==> src/rtl/mct_pkg.sv <==
package mct_pkg;
  typedef enum logic {
    POL_UNDER = 1'b0,
    POL_OVER  = 1'b1
  } pol_e;
endpackage

==> src/rtl/mct_cross_det.sv <==
module mct_cross_det
  import mct_pkg::*;
#(
  parameter int SW = 14
) (
  input  logic          clk,
  input  logic          rst_n,
  input  logic [SW-1:0] samp_i,
  input  logic [SW-1:0] thr_i,
  input  logic          pol_i,
  output logic          xing_o
);
  logic beyond;
  logic prev_q;
  logic prev_nx;

  always_comb begin
    if (pol_e'(pol_i) == POL_OVER) beyond = (samp_i > thr_i);
    else                           beyond = (samp_i < thr_i);
  end

  always_comb prev_nx = beyond;

  always_ff @(posedge clk or negedge rst_n) begin
    if (!rst_n) prev_q <= 1'b0;
    else        prev_q <= prev_nx;
  end

  assign xing_o = beyond & ~prev_q;

  AST_XING_EDGE: assert property (@(posedge clk) disable iff (!rst_n)
    xing_o |=> !xing_o);
endmodule

==> src/rtl/mct_stretch.sv <==
module mct_stretch #(
  parameter int WW = 8
) (
  input  logic          clk,
  input  logic          rst_n,
  input  logic          xing_i,
  input  logic [WW-1:0] win_i,
  output logic          active_o
);
  logic [WW-1:0] cnt_q;
  logic [WW-1:0] cnt_nx;
  logic          cnt_busy;

  assign cnt_busy = (cnt_q != '0);

  always_comb begin
    cnt_nx = cnt_q;
    if (xing_i)        cnt_nx = win_i;
    else if (cnt_busy) cnt_nx = cnt_q - 1'b1;
  end

  always_ff @(posedge clk or negedge rst_n) begin
    if (!rst_n) cnt_q <= '0;
    else        cnt_q <= cnt_nx;
  end

  assign active_o = xing_i | cnt_busy;

  AST_WIN_COUNTDOWN: assert property (@(posedge clk) disable iff (!rst_n)
    (cnt_busy && !xing_i) |=> (cnt_q == $past(cnt_q) - 1'b1));
  AST_WIN_HOLD: assert property (@(posedge clk) disable iff (!rst_n)
    (xing_i && win_i != '0) |=> active_o);
endmodule

==> src/rtl/mct_decide.sv <==
module mct_decide #(
  parameter int NCH = 4,
  parameter int CW  = $clog2(NCH + 1)
) (
  input  logic           clk,
  input  logic           rst_n,
  input  logic [NCH-1:0] active_i,
  input  logic [NCH-1:0] xing_i,
  input  logic [NCH-1:0] en_i,
  input  logic           coinc_en_i,
  input  logic [CW-1:0]  maj_i,
  input  logic           ext_i,
  input  logic           gate_i,
  input  logic           sw_i,
  output logic           trig_o
);
  logic [CW-1:0] hits;
  logic          chan_cond;
  logic          src_cond;
  logic          cond;
  logic          cond_q;
  logic          cond_nx;
  logic          trig_q;
  logic          trig_nx;

  always_comb begin
    hits = '0;
    for (int c = 0; c < NCH; c++) begin
      if (active_i[c] && en_i[c]) hits = hits + 1'b1;
    end
  end

  always_comb begin
    if (coinc_en_i) chan_cond = (hits > maj_i);
    else            chan_cond = |(xing_i & en_i);
    if (gate_i) src_cond = chan_cond & ext_i;
    else        src_cond = chan_cond | ext_i;
    cond = src_cond | sw_i;
  end

  always_comb begin
    cond_nx = cond;
    trig_nx = cond & ~cond_q;
  end

  always_ff @(posedge clk or negedge rst_n) begin
    if (!rst_n) begin
      cond_q <= 1'b0;
      trig_q <= 1'b0;
    end else begin
      cond_q <= cond_nx;
      trig_q <= trig_nx;
    end
  end

  assign trig_o = trig_q;

  AST_ONE_CYCLE: assert property (@(posedge clk) disable iff (!rst_n)
    trig_o |=> !trig_o);
  AST_SW_BYPASS: assert property (@(posedge clk) disable iff (!rst_n)
    (sw_i && !cond_q) |=> trig_o);
  AST_GATE_BLOCK: assert property (@(posedge clk) disable iff (!rst_n)
    (gate_i && !ext_i && !sw_i) |=> !trig_o);
endmodule

==> src/rtl/mct_top.sv <==
module mct_top #(
  parameter int NCH = 4,
  parameter int SW  = 14,
  parameter int WW  = 8,
  parameter int CW  = $clog2(NCH + 1)
) (
  input  logic              clk,
  input  logic              rst_n,
  input  logic [NCH*SW-1:0] samp_i,
  input  logic [NCH*SW-1:0] thr_i,
  input  logic [NCH-1:0]    pol_i,
  input  logic [NCH-1:0]    chan_en_i,
  input  logic              coinc_en_i,
  input  logic [CW-1:0]     maj_lvl_i,
  input  logic [WW-1:0]     win_len_i,
  input  logic              ext_trig_i,
  input  logic              gate_mode_i,
  input  logic              sw_trig_i,
  output logic              trig_o
);
  logic [NCH-1:0] xing;
  logic [NCH-1:0] active;

  for (genvar c = 0; c < NCH; c++) begin : g_chan
    mct_cross_det #(.SW(SW)) u_det (
      .clk    (clk),
      .rst_n  (rst_n),
      .samp_i (samp_i[c*SW +: SW]),
      .thr_i  (thr_i[c*SW +: SW]),
      .pol_i  (pol_i[c]),
      .xing_o (xing[c])
    );
    mct_stretch #(.WW(WW)) u_str (
      .clk      (clk),
      .rst_n    (rst_n),
      .xing_i   (xing[c]),
      .win_i    (win_len_i),
      .active_o (active[c])
    );
  end

  mct_decide #(.NCH(NCH), .CW(CW)) u_dec (
    .clk        (clk),
    .rst_n      (rst_n),
    .active_i   (active),
    .xing_i     (xing),
    .en_i       (chan_en_i),
    .coinc_en_i (coinc_en_i),
    .maj_i      (maj_lvl_i),
    .ext_i      (ext_trig_i),
    .gate_i     (gate_mode_i),
    .sw_i       (sw_trig_i),
    .trig_o     (trig_o)
  );

  AST_DISABLED_QUIET: assert property (@(posedge clk) disable iff (!rst_n)
    (chan_en_i == '0 && !ext_trig_i && !sw_trig_i) |=> !trig_o);
endmodule

==> config.mk <==
export PLATFORM = sky130hd
export DESIGN_NAME = mct_top
export DESIGN_NICKNAME = d
export VERILOG_FILES = /design/src/rtl/mct_pkg.sv /design/src/rtl/mct_cross_det.sv /design/src/rtl/mct_stretch.sv /design/src/rtl/mct_decide.sv /design/src/rtl/mct_top.sv
export SDC_FILE = /design/constraint.sdc
export NUM_CORES = 1
export LEC_CHECK = 0
export BUFFER_PORTS_ARGS = -buffer_cell sky130_fd_sc_hd__buf_2
export CORE_MARGIN = 10
export CORE_UTILIZATION = 55
export CTS_CLUSTER_DIAMETER = 120
export DETAILED_ROUTE_END_ITERATION = 7
export GPL_ROUTABILITY_DRIVEN = 0
export GPL_TIMING_DRIVEN = 0
export PLACE_DENSITY_LB_ADDON = 0.12
export SKIP_LAST_GASP = 1
export SLEW_MARGIN = 30
export SYNTH_ARGS = -nofsm -noshare
export SYNTH_HDL_FRONTEND = slang
export SYNTH_SLANG_ARGS = --single-unit
==> constraint.sdc <==
create_clock -name clk -period 7.9 [get_ports clk]
set_input_delay 0.79 -clock clk [delete_from_list [all_inputs] [get_ports clk]]
set_output_delay 0.79 -clock clk [all_outputs]
set_load 0.02 [all_outputs]
==> flow_summary.ini, run 1 <==
[logic_synthesis]
synth_edf_count = 0
async_reset_ff_frac = 1.00
synth-compound-area-share = 0.148
synthesis.nets = 659
synth_xor_area_frac = 0.0463
yosys-top-cells-area = dfrtp_1 (25%), ha_1 (22%), inv_1 (7.7%)
ys_warn_count = 0
synth_cell_types = 50
yosys-top-cells-count = inv_1 (78), ha_1 (66), a21oi_1 (42)
synth-seq-area-share = 0.251
synth_ff_type = dfrtp_1
syn_inst = 456
syn_area_um2 = 3780
yosys_register_bits = 38
synth_top_family_by_area = adder cells
syn_area_per_cell_um2 = 8.30
synth_area_leader_cell = dfrtp_1
synth_fa_ha_area_frac = 0.218
synthMuxAreaShare = 0.0714
synth_top_area_frac = 0.251
yosys.area_share.simple = 0.184
yosysMostFrequentCell = inv_1

[cts]
post_cts_buffers = 0
clkTransAtPathRegs_ns = 0.07
tritoncts = built
post_cts_resized = 0
clk_latency_ns = 0.29
h-tree-depth = 2
cts_buffers = 5
cts_sinks = 38
clock_path_buffers = 2
cts-root-buf = clkbuf_8
hold_buffers = 0

[grt]
antenna_found_initial = 0
grt_pass1_wl_um = 15700
grt_util_all_layers = 0.180
grt_pass1_vias = 3736
grt_max_degree = 39
grt_overflow = 0

[worst_setup_path]
start_kind = input port
regToRegEndpoint = u_dec.trig_o$_DFF_PN0_
rrSetupSlack_ns = 3.24
crit_arrival_ns = 5.35
worstRegToRegCells = 19
end_kind = register
crit_required_ns = 8.05
path_class = input port to register
timing.rr.start = g_chan[1].u_str.cnt_q[0]$_DFFE_PN0N_
critPathMaxFanout = 10

[floorplan]
rows = 30
die_height_um = 103
io-pin-count = 138
core_um2 = 6760
die_area_um2 = 10600
dieWidth_um = 103
initial_core_util = 0.560

[pwr]
p_int_w = 0.000550
power_switching_share = 0.368
leakage_nw = 2.52
powerDensity_nw_per_um2 = 186
peakVddDrop_mv = 0.151
p_switching_w = 0.000320
power_frac_comb = 0.443
seqPwrFrac = 0.401
clkPwrFrac = 0.156

[run]
maxCapViolCount = 0

[timing]
hold_viol = 0
final-setup-viol-count = 0
period_needed_ns = 5.20
fin_crit_sh = 0.658
max-slew-margin-rel = 0.453
timing.fmax_mhz = 192
clock_skew_ns = 0.00913
drv_slew = 0
fin_tns_setup_ns = 0
grt_setup_unrepaired = false
worst_slew_pin_slew_ns = 0.820

[cells_and_area]
area_growth_pct = 23.3
num_antenna_cells = 0
nets = 803
drive_above_1_share = 0.298
stdcell_area_um2 = 4670

[place]
port_buffers = 137
post_dp_cell_area_um2 = 4570
hpwl_um = 8010

[route]
antenna_left = 0
drt-wirelength-per-cell_um = 13.6
drtIter0Drc = 85
num_vias = 3580
via_per_inst = 5.26
first_pass_iters = 5
post-route-drc-count = 0
drt_wl_total_um = 9260

[worst_hold_path]
hold_depth = 1
holdCritPathClass = register to register
holdPathEnd = u_dec.trig_o$_DFF_PN0_
hold_start = u_dec.cond_q$_DFF_PN0_

[run_status]
status = finished, final reports clean
==> worst max-delay path, cell delays in order <==
cell	delay (ns)
buf_2	0.08
inv_1	0.03
ha_1	0.30
nand3b_1	0.09
a21oi_1	0.14
a211oi_1	0.07
o31ai_1	0.37
mux2i_1	0.56
clkbuf_1	0.40
a21oi_1	0.18
ha_1	0.35
nor2_1	0.11
o211ai_1	0.11
o21ai_2	0.11
ha_1	0.25
mux2_2	0.27
ha_1	0.29
nor2b_1	0.14
o21a_1	0.16
o21ai_0	0.16
nand3_1	0.09
a21oi_1	0.20
a311oi_1	0.09
==> cells by family (layout without fill, tap and decap cells) <==
family | count (synthesis) | after routing
compound gates | 90 | 90
buf+inv | 81 | 226
mux | 25 | 25
xor+xnor | 20 | 20
flops | 38 | 38
simple gates | 136 | 136
fa+ha+maj | 66 | 66
==> power groups by stage <==
stage | clock [W] | sequential, W | combinational (W)
after floorplan | 0 | 0.000335 | 0.000294
after global placement | 0 | 0.000346 | 0.000366
after detailed placement | 0 | 0.000350 | 0.000387
after CTS | 0.000139 | 0.000347 | 0.000390
after global routing | 0.000147 | 0.000362 | 0.000448
final | 0.000136 | 0.000349 | 0.000385
==> stage by stage <==
stage	utilization	setup slack (ns)	power, W	std cells	hold WS [ns]
3_3_place_gp	0.676	2.50	0.000712	673	0.408
4_1_cts	0.690	2.67	0.000876	681	0.424
2_1_floorplan	-	3.16	0.000629	456	0.378
6_report	0.691	2.70	0.000870	681	0.424
5_1_grt	0.691	2.32	0.000957	681	0.445
3_5_place_dp	0.676	2.38	0.000737	673	0.414
==> placed cells by master, fill, tap and decap left out, types with 4 or more instances in the layout <==
cell,instances
o31ai_1,5
nand2_1,34
inv_1,78
mux2_2,16
nor2b_1,5
buf_2,137
o21ai_0,16
nand2b_1,4
o211ai_1,4
nor2_1,40
nor3_1,10
xor2_1,8
or3_1,6
a21oi_1,42
a31oi_1,4
mux2i_1,9
nand4_1,6
or3b_2,5
clkbuf_8,6
nand3_1,9
xnor2_1,12
ha_1,66
dfrtp_1,38
==> cell type report <==
type / instances / area [um2]
Sequential cell: 38 / 951
Fill cell: 597 / 2090
Clock buffer: 7 / 86.3
Multi-Input combinational cell: 337 / 2530
Inverter: 78 / 293
Buffer: 3 / 11.3
Timing Repair Buffer: 137 / 686
Tap cell: 80 / 100
Clock inverter: 1 / 5.00
==> metal layers <==
layer  global-route usage  share of wire  routed length (um)
met5                    0              0                   0
met4               0.0385         0.0098                  91
met3               0.0389          0.063                 584
met2                0.334           0.52                4770
met1                0.205           0.41                3810
==> registers in the layout (all words and copies together) (netlist names) <==
| register | count |
|---|---|
| g_chan.u_det.prev_q | 4 |
| g_chan.u_str.cnt_q | 32 |
| u_dec.trig_o | 1 |
| u_dec.cond_q | 1 |
==> worst max-delay path by stage <==
stage                     slack (ns)  cells after the start       start                endpoint
after floorplan                 3.16                     22   thr_i[16]  u_dec.trig_o$_DFF_PN0_
after global placement          2.50                     22  samp_i[21]  u_dec.trig_o$_DFF_PN0_
after detailed placement        2.38                     23   thr_i[16]  u_dec.trig_o$_DFF_PN0_
after CTS                       2.67                     23   thr_i[16]  u_dec.trig_o$_DFF_PN0_
after global routing            2.32                     23   thr_i[18]  u_dec.trig_o$_DFF_PN0_
final                           2.70                     23   thr_i[16]  u_dec.trig_o$_DFF_PN0_
Note: power is estimated with default switching activity, not from simulation.
==> run 2, diff against run 1 <==
--- a/config.mk
+++ b/config.mk
@@ -7,7 +7,7 @@
 export LEC_CHECK = 0
 export BUFFER_PORTS_ARGS = -buffer_cell sky130_fd_sc_hd__buf_2
 export CORE_MARGIN = 10
-export CORE_UTILIZATION = 55
+export CORE_UTILIZATION = 46
 export CTS_CLUSTER_DIAMETER = 120
 export DETAILED_ROUTE_END_ITERATION = 7
 export GPL_ROUTABILITY_DRIVEN = 0
==> constraint.sdc (replaced) <==
create_clock -name clk -period 4.6 [get_ports clk]
set_input_delay 0.46 -clock clk [delete_from_list [all_inputs] [get_ports clk]]
set_output_delay 0.46 -clock clk [all_outputs]
set_load 0.02 [all_outputs]
==> run 2 against run 1 <==
- design area increased by 3.9%
- utilization decreased by 9.2 points
- sequential share of layout area decreased by 0.76 points
- wire length increased by 0.65%
- via count decreased by 2.5%
- clock power increased to 2.6 times the previous value
- final cell count increased by 4.0%
- power increased by 88%
- worst hold slack got worse by 0.16 ns
==> flow_summary.ini, run 2 (same netlist as run 1, synthesis figures left out) <==
[run_status]
status = finished, final reports clean

[cts]
cts_buffers = 5
h-tree-depth = 2
clk_latency_ns = 0.29
hold_buffers = 0
clock_path_buffers = 2
tritoncts = built
cts_sinks = 38
cts-root-buf = clkbuf_8
clkTransAtPathRegs_ns = 0.08

[cells_and_area]
num_antenna_cells = 0
finalNonFillerCells = 708
fill_cells = 726
nets = 805
regMostFlops = g_chan.u_str.cnt_q
drive_above_1_share = 0.322
reg_top3 = g_chan.u_str.cnt_q (32), g_chan.u_det.prev_q (4)
largest_register_ff_count = 32
layout_common_cells = buf_2 (137), inv_1 (78), ha_1 (65)
area_growth_pct = 28.1
final_common_cell = buf_2

[pwr]
powerDensity_nw_per_um2 = 337
power_switching_share = 0.348
finalPower_w = 0.00163
clkPwrFrac = 0.217
power_frac_comb = 0.417
p_switching_w = 0.000568
seqPwrFrac = 0.367
leakage_nw = 2.57
peakVddDrop_mv = 0.154
p_int_w = 0.00106

[floorplan]
initial_core_util = 0.468
dieWidth_um = 111
die_height_um = 111
die_area_um2 = 12300
core_um2 = 8090
rows = 33
io-pin-count = 138

[timing]
grt_setup_unrepaired = false
period_needed_ns = 4.25
hold_viol = 0
worst_slew_pin_slew_ns = 0.845
timing.fmax_mhz = 235
max-slew-margin-rel = 0.436
drv_slew = 0
setup_slack_ns = 0.346
final-setup-viol-count = 0
clock_skew_ns = 0.00898
fin_crit_sh = 0.925

[route]
antenna_left = 0
first_pass_iters = 4
drtIter0Drc = 92
drt-wirelength-per-cell_um = 13.2
num_vias = 3492
via_per_inst = 4.93
post-route-drc-count = 0
drt_wl_total_um = 9320

[worst_setup_path]
crit_required_ns = 4.77
end_kind = register
timing.rr.start = g_chan[1].u_str.cnt_q[0]$_DFFE_PN0N_
critPathMaxFanout = 10
regToRegEndpoint = u_dec.trig_o$_DFF_PN0_
crit_arrival_ns = 4.42
worstRegToRegCells = 18
start_kind = input port
rrSetupSlack_ns = 0.36
path_class = input port to register

[run]
maxCapViolCount = 0

[grt]
grt_pass1_wl_um = 15500
grt_pass1_vias = 3625
grt_overflow = 0
grt_max_degree = 39
grt_util_all_layers = 0.145
antenna_found_initial = 0

[place]
dp_cells = 698
port_buffers = 137
hpwl_um = 7820
preCtsSetupSlack_ns = -0.570

[worst_hold_path]
holdCritPathClass = input port to async pin
run 2: cell types whose count changed in the layout (fill, tap and decap cells not counted), sizes merged:
cell	change
buf	+3
clkinv	-1
bufinv	+2
clkbuf	-2
run 2: worst max-delay path by stage:
stage	from	endpoint	slack [ns]	cells past startpoint
2_1_floorplan	thr_i[16]	u_dec.trig_o$_DFF_PN0_	0.19	22
3_3_place_gp	samp_i[21]	u_dec.trig_o$_DFF_PN0_	-0.54	22
3_5_place_dp	samp_i[18]	u_dec.trig_o$_DFF_PN0_	-0.57	22
4_1_cts	samp_i[18]	u_dec.trig_o$_DFF_PN0_	0.01	22
5_1_grt	thr_i[5]	u_dec.trig_o$_DFF_PN0_	0.02	23
6_report	samp_i[5]	u_dec.trig_o$_DFF_PN0_	0.35	22
run 2: routing by layer:
| layer | vias to the layer above | part of all wire | GRT usage |
|---|---|---|---|
| met5 | - | 0 | 0 |
| met4 | 0 | 0.0085 | 0.0286 |
| met3 | 7 | 0.057 | 0.0373 |
| met2 | 97 | 0.50 | 0.262 |
| met1 | 1525 | 0.43 | 0.167 |
| li1 | 1863 | - | - |
run 2: stage by stage:
step	cell area, um2	hold WS (ns)	utilization	setup TNS [ns]
floorplan	3780	0.164	-	0
global placement	4600	0.389	0.569	-1.06
detailed placement	4610	0.405	0.569	-1.11
CTS	4770	0.295	0.589	0
global route	4850	0.329	0.599	0
finish	4850	0.264	0.599	0
run 2: critical path, stage by stage:
cell and delay, ns:
buf_2 0.10, ha_1 0.31, and4_1 0.21, o21ai_0 0.07, o211ai_1 0.14, a221o_1 0.39
mux2i_4 0.26, nand2_4 0.16, a21boi_2 0.21, ha_4 0.23, nor2_1 0.10, o211ai_1 0.10
o21ai_2 0.11, ha_1 0.25, mux2_2 0.26, ha_1 0.28, nor2b_1 0.13, o21a_1 0.16
o21ai_0 0.13, nand3_1 0.10, a21oi_2 0.17, a311oi_1 0.07
run 2: power groups by stage:
stage / sequential, W / clock, W / combinational [W]
floorplan: 0.000575 / 0 / 0.000505
global placement: 0.000594 / 0 / 0.000636
detailed placement: 0.000598 / 0 / 0.000663
CTS: 0.000597 / 0.000363 / 0.000673
global route: 0.000620 / 0.000370 / 0.000786
finish: 0.000598 / 0.000354 / 0.000680
run 2: layout make-up:
| cell class | count | area (um2) | share of cell area |
|---|---|---|---|
| well taps | 105 | 131 | 0.0271 |
| inverters | 78 | 293 | 0.0604 |
| flip-flops and latches | 38 | 951 | 0.196 |
| multi-input cells | 337 | 2610 | 0.539 |
| repair buffers | 139 | 701 | 0.145 |
| clock inverters | 2 | 60.1 | 0.0124 |
| plain buffers | 3 | 18.8 | 0.00387 |
| clock buffers | 6 | 82.6 | 0.0170 |
run 2: what timing repair did:
action                                  CTS  global route
gates cloned                              0             0
gates resized for setup                   3            18
pin swaps                                 0             1
endpoints found under the setup margin    2             2
buffers inserted                          1             1
==> run 3, diff against run 2 <==
--- a/config.mk
+++ b/config.mk
@@ -5,9 +5,11 @@
 export SDC_FILE = /design/constraint.sdc
 export NUM_CORES = 1
 export LEC_CHECK = 0
+export ABC_AREA = 1
 export BUFFER_PORTS_ARGS = -buffer_cell sky130_fd_sc_hd__buf_2
 export CORE_MARGIN = 10
-export CORE_UTILIZATION = 46
+export CORE_UTILIZATION = 48
+export CTS_BUF_LIST = sky130_fd_sc_hd__clkbuf_4 sky130_fd_sc_hd__clkbuf_8
 export CTS_CLUSTER_DIAMETER = 120
 export DETAILED_ROUTE_END_ITERATION = 7
 export GPL_ROUTABILITY_DRIVEN = 0
==> constraint.sdc (replaced) <==
create_clock -name clk -period 3.5 [get_ports clk]
set_input_delay 0.35 -clock clk [delete_from_list [all_inputs] [get_ports clk]]
set_output_delay 0.35 -clock clk [all_outputs]
set_load 0.02 [all_outputs]
==> run 3 against run 2 <==
- flip-flop and latch count unchanged
- register-to-register slack lost 0.095 ns
- global-route usage up 0.80 points
- wire length rose by 9.0%
- clock skew fell by 0.0018 ns
- non-clock buffer count grew 3
- worst hold slack got worse by 0.26 ns
- sequential share of layout area fell by 1.1 points
- die area is 0.58% higher
- clock power decreased by 5.9%
- via count grew 15%
- largest cell class unchanged
==> flow_summary.ini, run 3 <==
[grt]
grt_pass1_wl_um = 16400
grt_overflow = 0
grt_util_all_layers = 0.153
grt_pass1_vias = 3968
antenna_found_initial = 0
grt_max_degree = 39

[cells_and_area]
largest_register_ff_count = 32
area_growth_pct = 29.5
num_antenna_cells = 0
regMostFlops = g_chan.u_str.cnt_q
stdcell_area_um2 = 5150
reg_top3 = g_chan.u_str.cnt_q (32), g_chan.u_det.prev_q (4)
final_common_cell = nand2_1
drive_above_1_share = 0.280
nets = 945
layout_common_cells = nand2_1 (143), buf_2 (138), inv_1 (134)

[logic_synthesis]
yosys_register_bits = 38
synth_edf_count = 0
synth-seq-area-share = 0.239
async_reset_ff_frac = 1.00
ys_warn_count = 0
yosysMostFrequentCell = nand2_1
synthesis.nets = 797
syn_area_um2 = 3980
yosys-top-cells-count = nand2_1 (151), inv_1 (141), ha_1 (66)
synth_top_area_frac = 0.239
syn_area_per_cell_um2 = 6.70
synth_ff_type = dfrtp_1
syn_inst = 594
yosys-top-cells-area = dfrtp_1 (24%), ha_1 (21%), nand2_1 (14%)
synth_area_leader_cell = dfrtp_1
synth_cell_types = 29

[cts]
clk_latency_ns = 0.30
cts_buffers = 5
clock_path_buffers = 2
tritoncts = built
h-tree-depth = 2
clkTransAtPathRegs_ns = 0.08
cts-root-buf = clkbuf_8
cts_sinks = 38

[place]
post_dp_cell_area_um2 = 4790
port_buffers = 137
hpwl_um = 8370

[timing]
max-slew-margin-rel = 0.668
worst_slew_pin_slew_ns = 0.498
period_needed_ns = 3.24
final-setup-viol-count = 0
timing.fmax_mhz = 309
drv_slew = 0
fin_crit_sh = 0.924
clock_skew_ns = 0.00713
hold_viol = 0

[floorplan]
initial_core_util = 0.489
die_height_um = 111
dieWidth_um = 111
io-pin-count = 138
rows = 33
core_um2 = 8130
die_area_um2 = 12300

[worst_setup_path]
cp_slowest_cell = ha_1
critPathMaxFanout = 5
timing.rr.start = g_chan[0].u_str.cnt_q[0]$_DFFE_PN0N_
worstRegToRegCells = 24
regToRegEndpoint = u_dec.trig_o$_DFF_PN0_
rrSetupSlack_ns = 0.26
crit_top_cell = nand2_1
critPathMaxStageDelay_ns = 0.31
crit_arrival_ns = 3.46
path_class = input port to register
end_kind = register
cp-startpoint = samp_i[22]
start_kind = input port
crit_required_ns = 3.73

[run_status]
status = finished, final reports clean

[route]
post-route-drc-count = 0
drt_wl_total_um = 10200
drtIter0Drc = 86
drt-wirelength-per-cell_um = 12.0
via_per_inst = 4.75
num_vias = 4030
first_pass_iters = 4
antenna_left = 0

[pwr]
finalPower_w = 0.00208
peakVddDrop_mv = 0.178
p_int_w = 0.00125
powerDensity_nw_per_um2 = 404
power_switching_share = 0.401
p_switching_w = 0.000834
clkPwrFrac = 0.160
power_frac_comb = 0.473
seqPwrFrac = 0.367
leakage_nw = 3.06

[worst_hold_path]
holdCritPathClass = input port to async pin

[run]
maxCapViolCount = 0
==> run 3: cell count changes after synthesis, moves of 8 or more <==
| cell | before | now |
|---|---|---|
| nor2_1 | 40 | 50 |
| nand3_1 | 9 | 26 |
| o21ai_0 | 16 | 24 |
| nand2_1 | 34 | 151 |
| mux2i_1 | 9 | 0 |
| inv_1 | 78 | 141 |
| mux2_2 | 16 | 0 |
| nor3_1 | 11 | 3 |
==> run 3: layer usage <==
metal	up-vias	GRT usage	share of wire
met3	8	0.0482	0.057
met2	84	0.273	0.50
met1	1802	0.174	0.43
li1	2136	-	-
met4	0	0.0308	0.0096
met5	-	0	0
==> run 3: area by class of cell <==
type	instances	area [um2]
flip-flops and latches	38	951
well taps	105	131
clock inverters	2	12.5
multi-input cells	409	2690
fillers	733	2980
repair buffers	141	718
plain buffers	4	28.8
inverters	143	539
clock buffers	6	82.6
==> run 3: kinds of logic after synthesis <==
| group | Yosys count | synth area share |
|---|---|---|
| and+or+nand+nor | 252 | 0.269 |
| buffers and inverters | 147 | 0.142 |
| AOI/OAI and AO/OA | 74 | 0.104 |
| adders and majority gates | 66 | 0.208 |
| DFF | 38 | 0.239 |
| xor gates and xnor gates | 17 | 0.0374 |
==> run 3: worst max path at each step <==
stage                                   to  slack, ns  cells past startpoint
floorplan           u_dec.trig_o$_DFF_PN0_       0.22                     27
global placement    u_dec.trig_o$_DFF_PN0_      -0.17                     28
detailed placement  u_dec.trig_o$_DFF_PN0_      -0.29                     28
CTS                 u_dec.trig_o$_DFF_PN0_       0.02                     28
global route        u_dec.trig_o$_DFF_PN0_     -0.003                     24
finish              u_dec.trig_o$_DFF_PN0_       0.26                     29
==> run 3: critical path, delay by kind of cell <==
kind,cells,cell delay [ns]
AND/OR/NAND/NOR,15,1.21
buffers and inverters,5,0.30
XOR/XNOR,1,0.15
adder cells (fa/ha/maj),4,0.97
AO/OA/AOI/OAI,4,0.45
==> run 3: repair_timing <==
action / 4_1_cts / 5_1_grt
setup endpoints to repair: 0 / 2
hold buffers: 0 / 0
buffers inserted: 0 / 4
gates resized for setup: 0 / 46
==> run 3: power by group through the flow <==
stage | combinational (W) | clock, W | sequential [W]
2_1_floorplan | 0.000717 | 0 | 0.000738
3_3_place_gp | 0.000892 | 0 | 0.000761
3_5_place_dp | 0.000932 | 0 | 0.000765
4_1_cts | 0.000937 | 0.000337 | 0.000760
5_1_grt | 0.00115 | 0.000359 | 0.000787
6_report | 0.000983 | 0.000333 | 0.000764
==> run 3: stage by stage <==
step	TNS [ns]	cells	util	hold slack (ns)	worst slack, ns
2_1_floorplan	0	594	-	0.0544	0.216
3_3_place_gp	-0.279	836	0.589	0.390	-0.171
3_5_place_dp	-0.501	836	0.589	0.393	-0.287
4_1_cts	0	844	0.601	0.200	0.0241
5_1_grt	-0.00332	848	0.633	0.0528	-0.00332
6_report	0	848	0.633	0.00742	0.265
